File: config.mk
export PLATFORM = sky130hd
export DESIGN_NAME = mag_thresh_detect
export DESIGN_NICKNAME = d
export VERILOG_FILES = /design/src/rtl/mtd_pkg.sv /design/src/rtl/mtd_regfile.sv /design/src/rtl/mtd_chan_cmp.sv /design/src/rtl/mtd_outmux.sv /design/src/rtl/mag_thresh_detect.sv
export SDC_FILE = /design/constraint.sdc
export NUM_CORES = 1
export LEC_CHECK = 0
export BUFFER_PORTS_ARGS = -buffer_cell sky130_fd_sc_hd__buf_4
export CAP_MARGIN = 20
export CELL_PAD_IN_SITES_DETAIL_PLACEMENT = 0
export CELL_PAD_IN_SITES_GLOBAL_PLACEMENT = 1
export CORE_ASPECT_RATIO = 0.9
export CORE_MARGIN = 4
export CORE_UTILIZATION = 36
export CTS_CLUSTER_SIZE = 16
export DETAILED_ROUTE_END_ITERATION = 10
export PLACE_DENSITY = 0.71
export SKIP_LAST_GASP = 1
export SYNTH_ARGS = -nofsm -noshare
export SYNTH_HDL_FRONTEND = slang
export SYNTH_SLANG_ARGS = --single-unit
File: constraint.sdc
create_clock -name clk -period 4.8 [get_ports clk]
set_input_delay 0.24 -clock clk [delete_from_list [all_inputs] [get_ports clk]]
set_output_delay 0.24 -clock clk [all_outputs]
set_load 0.02 [all_outputs]
File: src/rtl/mtd_pkg.sv
// Package: shared types, register addresses, mode codes and pin selection
// for the dual-channel magnitude threshold detector.
package mtd_pkg;

    localparam int MAG_W       = 13;
    localparam int COARSE_W    = 3;
    localparam int COARSE_BASE = 5;
    localparam int PIN_W       = 2;

    localparam logic [2:0] ADDR_CTRL   = 3'd0;
    localparam logic [2:0] ADDR_COARSE = 3'd1;
    localparam logic [2:0] ADDR_UP_LO  = 3'd2;
    localparam logic [2:0] ADDR_UP_HI  = 3'd3;
    localparam logic [2:0] ADDR_LO_LO  = 3'd4;
    localparam logic [2:0] ADDR_LO_HI  = 3'd5;

    typedef enum logic [2:0] {
        MODE_LOW_UP = 3'd0,
        MODE_UP_CRS = 3'd1,
        MODE_LOW_CRS = 3'd2,
        MODE_CRS    = 3'd3,
        MODE_UP     = 3'd4
    } mtd_mode_e;

    typedef struct packed {
        logic coarse;
        logic upper;
        logic lower;
    } mtd_raw_t;

    // Map the three compare results of one channel to its two pins.
    function automatic logic [PIN_W-1:0] mtd_pick(input logic [2:0] mode, input mtd_raw_t r);
        logic [PIN_W-1:0] p;
        case (mode)
            MODE_LOW_UP:  p = {r.lower, r.upper};
            MODE_UP_CRS:  p = {r.upper, r.coarse};
            MODE_LOW_CRS: p = {r.lower, r.coarse};
            MODE_CRS:     p = {1'b0, r.coarse};
            MODE_UP:      p = {1'b0, r.upper};
            default:      p = '0;
        endcase
        return p;
    endfunction

endpackage

File: src/rtl/mtd_regfile.sv
// Module: write-only register file holding control, coarse code and the two
// split 13-bit thresholds. Assumes byte-wide writes; unused addresses are ignored.
module mtd_regfile
    import mtd_pkg::*;
#(
    parameter int THR_W = MAG_W
) (
    input  logic                clk,
    input  logic                rst_n,
    input  logic                we,
    input  logic [2:0]          addr,
    input  logic [7:0]          wdata,
    output logic                en,
    output logic [2:0]          mode,
    output logic [COARSE_W-1:0] coarse,
    output logic [THR_W-1:0]    up_thr,
    output logic [THR_W-1:0]    low_thr
);
    localparam int HI_W = THR_W - 8;

    logic [7:0]      up_lo_q, low_lo_q;
    logic [HI_W-1:0] up_hi_q, low_hi_q;

    // Register writes, each field at its own address.
    always_ff @(posedge clk) begin
        if (!rst_n) begin
            en       <= 1'b0;
            mode     <= '0;
            coarse   <= '0;
            up_lo_q  <= '0;
            up_hi_q  <= '0;
            low_lo_q <= '0;
            low_hi_q <= '0;
        end else if (we) begin
            case (addr)
                ADDR_CTRL: begin
                    en   <= wdata[0];
                    mode <= wdata[3:1];
                end
                ADDR_COARSE: coarse   <= wdata[COARSE_W-1:0];
                ADDR_UP_LO:  up_lo_q  <= wdata;
                ADDR_UP_HI:  up_hi_q  <= wdata[HI_W-1:0];
                ADDR_LO_LO:  low_lo_q <= wdata;
                ADDR_LO_HI:  low_hi_q <= wdata[HI_W-1:0];
                default: ;
            endcase
        end
    end

    // Assemble full thresholds from their two parts.
    assign up_thr  = {up_hi_q, up_lo_q};
    assign low_thr = {low_hi_q, low_lo_q};
endmodule

File: src/rtl/mtd_chan_cmp.sv
// Module: per-channel comparator bank. Registers coarse, strict-upper and
// strict-lower results on each valid sample and holds them otherwise.
module mtd_chan_cmp
    import mtd_pkg::*;
#(
    parameter int W = MAG_W
) (
    input  logic                clk,
    input  logic                rst_n,
    input  logic                valid,
    input  logic [W-1:0]        mag,
    input  logic [COARSE_W-1:0] coarse,
    input  logic [W-1:0]        up_thr,
    input  logic [W-1:0]        low_thr,
    output mtd_raw_t            raw
);
    localparam int LVL_W = W + 1;

    logic [LVL_W-1:0] crs_level;
    mtd_raw_t         raw_d;

    // Compute the coarse level and the three comparisons.
    always_comb begin
        crs_level    = LVL_W'(1) << ({1'b0, coarse} + 4'(COARSE_BASE));
        raw_d.coarse = {1'b0, mag} >= crs_level;
        raw_d.upper  = mag > up_thr;
        raw_d.lower  = mag < low_thr;
    end

    // Capture results on valid samples only.
    always_ff @(posedge clk) begin
        if (!rst_n)     raw <= '0;
        else if (valid) raw <= raw_d;
    end
endmodule

File: src/rtl/mtd_outmux.sv
// Module: pin selection, interleaving and output-enable logic. Assumes channel
// B pins are unused while interleaving; the phase toggles every clock.
module mtd_outmux
    import mtd_pkg::*;
(
    input  logic             clk,
    input  logic             rst_n,
    input  logic             en,
    input  logic [2:0]       mode,
    input  logic             a_on,
    input  logic             b_on,
    input  logic             interleave,
    input  mtd_raw_t         raw_a,
    input  mtd_raw_t         raw_b,
    output logic [PIN_W-1:0] pins_a,
    output logic             oe_a,
    output logic [PIN_W-1:0] pins_b,
    output logic             oe_b
);
    logic             phase;
    logic [PIN_W-1:0] sel_a, sel_b, shared;

    // Even/odd phase counter for interleaving.
    always_ff @(posedge clk) begin
        if (!rst_n) phase <= 1'b0;
        else        phase <= ~phase;
    end

    // Choose pin values and enables from mode, power state and phase.
    always_comb begin
        sel_a = mtd_pick(mode, raw_a);
        sel_b = mtd_pick(mode, raw_b);
        if (a_on && b_on) shared = phase ? sel_b : sel_a;
        else if (b_on)    shared = sel_b;
        else              shared = sel_a;
        if (interleave) begin
            oe_a   = en && (a_on || b_on);
            oe_b   = 1'b0;
            pins_a = oe_a ? shared : '0;
            pins_b = '0;
        end else begin
            oe_a   = en && a_on;
            oe_b   = en && b_on;
            pins_a = oe_a ? sel_a : '0;
            pins_b = oe_b ? sel_b : '0;
        end
    end
endmodule

File: src/rtl/mag_thresh_detect.sv
// Module: top of the dual-channel magnitude threshold detector. Holds the
// register file, one comparator bank per channel, and the pin mux.
module mag_thresh_detect
    import mtd_pkg::*;
(
    input  logic             clk,
    input  logic             rst_n,
    input  logic             cfg_we,
    input  logic [2:0]       cfg_addr,
    input  logic [7:0]       cfg_wdata,
    input  logic             mag_valid,
    input  logic [MAG_W-1:0] mag_a,
    input  logic [MAG_W-1:0] mag_b,
    input  logic             chan_a_on,
    input  logic             chan_b_on,
    input  logic             interleave,
    output logic [PIN_W-1:0] flag_a,
    output logic             flag_a_oe,
    output logic [PIN_W-1:0] flag_b,
    output logic             flag_b_oe
);
    localparam int NCH = 2;

    logic                cfg_en;
    logic [2:0]          cfg_mode;
    logic [COARSE_W-1:0] coarse_code;
    logic [MAG_W-1:0]    up_thr, low_thr;
    logic [MAG_W-1:0]    mag_arr [NCH];
    mtd_raw_t            raw_arr [NCH];

    assign mag_arr[0] = mag_a;
    assign mag_arr[1] = mag_b;

    mtd_regfile #(.THR_W(MAG_W)) u_regs (
        .clk(clk), .rst_n(rst_n), .we(cfg_we), .addr(cfg_addr), .wdata(cfg_wdata),
        .en(cfg_en), .mode(cfg_mode), .coarse(coarse_code),
        .up_thr(up_thr), .low_thr(low_thr)
    );

    for (genvar ch = 0; ch < NCH; ch++) begin : g_chan
        mtd_chan_cmp #(.W(MAG_W)) u_cmp (
            .clk(clk), .rst_n(rst_n), .valid(mag_valid), .mag(mag_arr[ch]),
            .coarse(coarse_code), .up_thr(up_thr), .low_thr(low_thr),
            .raw(raw_arr[ch])
        );
    end

    mtd_outmux u_mux (
        .clk(clk), .rst_n(rst_n), .en(cfg_en), .mode(cfg_mode),
        .a_on(chan_a_on), .b_on(chan_b_on), .interleave(interleave),
        .raw_a(raw_arr[0]), .raw_b(raw_arr[1]),
        .pins_a(flag_a), .oe_a(flag_a_oe), .pins_b(flag_b), .oe_b(flag_b_oe)
    );
endmodule

==> results.toml <==
[run_status]
status = "finished clean"

[floorplan]
row_count = 32
core_area_mm2 = 0.008688
die_area_mm2 = 0.01064
start_util_pct = 37.50
ioPinCount = 50
die_h_um = 98.25
die_w_um = 108.3

[pwr]
intPower_mw = 0.6336
netSwitchingFraction_pct = 27.08
p_per_area_mw_per_mm2 = 222.9
ir_worst_vdd_mv = 0.1120
p_total_mw = 0.8689
p_leak_nw = 1.664
p_sw_mw = 0.2353
p_seq_share_pct = 40.5
comb_power_share_pct = 21.4
clkPwrFrac_pct = 38.1

[clock_network]
cts_buffer_depth = 2
cts_tree = "built"
clkTransAtPathRegs_ns = 0.08
cts_sinks = 40
ctsRootBufferMaster = "clkbuf_8"
cts_buffers = 5
ctsHoldBuffers = 0
cts_setup_buffers = 0
clock_latency_ns = 0.30
cts_resized = 0
htreeDepth = 2

[timing]
worst_slew_pin_slew_ns = 0.6842
hold_viol = 0
finalMaxSlewViolations = 0
setup_viol = 0
fmax_mhz = 485.6
rsz0062_at_grt = "false"
fin_crit_ns = 2.059
period_share_pct = 42.90
slew_headroom_pct = 54.03
finClkSkew_ns = 0.008188
setup-tns-final_ns = 0

[synthesis]
yosysUniqueCellTypes = 50
synth_seq_cells = 40
synth_top_area_cell = "ha_1"
synth_top_cell_area_share_pct = 26.88
syn_area_per_cell_um2 = 8.830
synth.most_common_cell = "ha_1"
syn_area_mm2 = 0.003258
synth-edff-count = 0
seq_area_frac_synth_pct = 24.58
ys.flop_type = "dfxtp_1"
synth_common_cells = "70 x ha_1, 45 x nor2_1, 40 x dfxtp_1"
ys_top_cells_by_area = "ha_1 27%, dfxtp_1 25%, mux2i_1 10%"
async_flop_share_pct = 0
ys_warn_count = 0
synthCells = 369

[routing]
dr.pass1.iters = 4
wl_per_cell_um = 16.63
first_iter_violations = 123
post-route-drc-count = 0
via_per_inst = 5.155
finalWirelength_um = 8997
postRouteAntennaNets = 0
via_count = 2789

[placed_design]
dp_hpwl_um = 7479
place.gp.congestion = 0.8388
io_buffers = 49

[layout]
layout.nets = 536
area_growth_pct = 19.62
layout-drive-gt1-share_pct = 16.35
antennaDiodeCount = 0

[setup_path]
crit_type = "flop to flop"
worstPathMaxFanout = 9
max_stage_delay_ns = 0.50
critical_path_required_ns = 5.02
crit_chain = "or3b_2 -> ha_1 -> nand2_1 -> or4_1 -> o31ai_1"
critPathArrivalTime_ns = 2.28
crit_path_end_kind = "flop"
cp-start-kind = "flop"
slowest_stage = "or3b_2"

[min_path]
min_path_type = "input port to flop"

[grt]
grt_usage_pct = 17.16
grt_pass1_wl_um = 14090
grt_max_degree = 37
grt_pass1_vias = 2638
overflow = 0
grt_antenna_before_repair = 0

[run]
maxCapViolCount = 0
[worst max-delay path, delay by kind of cell, from the launching register on]
| kind | cells | cell delay [ns] |
|---|---|---|
| compound gates | 1 | 0.19 |
| simple gates | 3 | 1.04 |
| fa+ha+maj | 1 | 0.31 |
| flops | 1 | 0.46 |
[power by group through the flow]
stage               logic, mW  registers (mW)  clock network [mW]
floorplan               0.109           0.355                   0
global placement        0.181           0.359                   0
detailed placement      0.185           0.359                   0
CTS                     0.187           0.352               0.337
global route            0.211           0.353               0.353
finish                  0.186           0.352               0.331
[through the flow]
stage          setup WS (ns)  util (%)  hold WS (ns)  std cells  area (um^2)
2_1_floorplan          2.780         -        0.3839        372         3269
3_3_place_gp           2.811     43.38        0.4285        534         3769
3_5_place_dp           2.777     43.38        0.4421        534         3769
4_1_cts                2.754     44.86        0.1798        541         3897
5_1_grt                2.644     44.86        0.2001        541         3897
6_report               2.741     44.86        0.1888        541         3897
[routing by layer]
| layer | up-vias | share of wire (%) | global-route usage (%) |
|---|---|---|---|
| met1 | 1256 | 50 | 24.64 |
| met5 | - | 0 | 0 |
| met3 | 7 | 4.7 | 2.710 |
| li1 | 1462 | - | - |
| met4 | 0 | 0.88 | 3.495 |
| met2 | 64 | 44 | 27.15 |
[logic make-up after synthesis]
logic type,count (synthesis),share of synthesized area [%]
simple gates,111,17.24
mux,34,10.45
fa+ha+maj,70,26.88
buf+inv,39,4.570
compound gates,74,16.17
other cells,1,0.1151
flops,40,24.58
[worst paths after layout]
path	endpoint	from	cells past startpoint	slack, ns
worst max-delay path	g_chan[1].u_cmp.raw[2]	u_regs.coarse[2]	5	2.74
worst min register to register	u_mux.phase	u_mux.phase	1	0.45
worst min-delay path	u_regs.low_lo_q[6]	cfg_wdata[6]	3	0.19
worst max register to register	g_chan[1].u_cmp.raw[2]	u_regs.coarse[2]	5	2.74
[final cells by class]
| class | instances | area [um^2] |
|---|---|---|
| clock buffer | 5 | 68.82 |
| fill | 888 | 4791 |
| sequential | 40 | 800.8 |
| inverter | 31 | 116.4 |
| clock inverter | 2 | 60.06 |
| timing repair buffer | 51 | 382.9 |
| tap | 119 | 148.9 |
| multi-input combinational | 293 | 2320 |
[layout by cell type, fill, tap and decap left out, types with 4 or more instances in the layout]
cell	synthesis	final
nand3_1	16	16
ha_1	70	70
nand3b_1	4	4
o21ai_0	9	9
buf_4	0	51
inv_1	29	29
o21a_1	4	4
a211oi_1	7	7
nor2_1	45	45
nand2_1	11	11
dfxtp_1	40	40
clkbuf_8	0	5
nor2b_1	4	4
a21oi_1	17	17
a21o_1	11	11
o211ai_1	4	4
conb_1	1	4
nand4_1	7	7
mux2i_1	34	34
[state kept, by name (all words and copies together) (netlist names)]
name	count
u_regs.en	1
u_regs.low_lo_q	8
u_regs.low_hi_q	5
u_regs.mode	3
g_chan.u_cmp.raw	6
u_regs.up_lo_q	8
u_regs.coarse	3
u_regs.up_hi_q	5
u_mux.phase	1
Power figures use the tool's default switching activity.
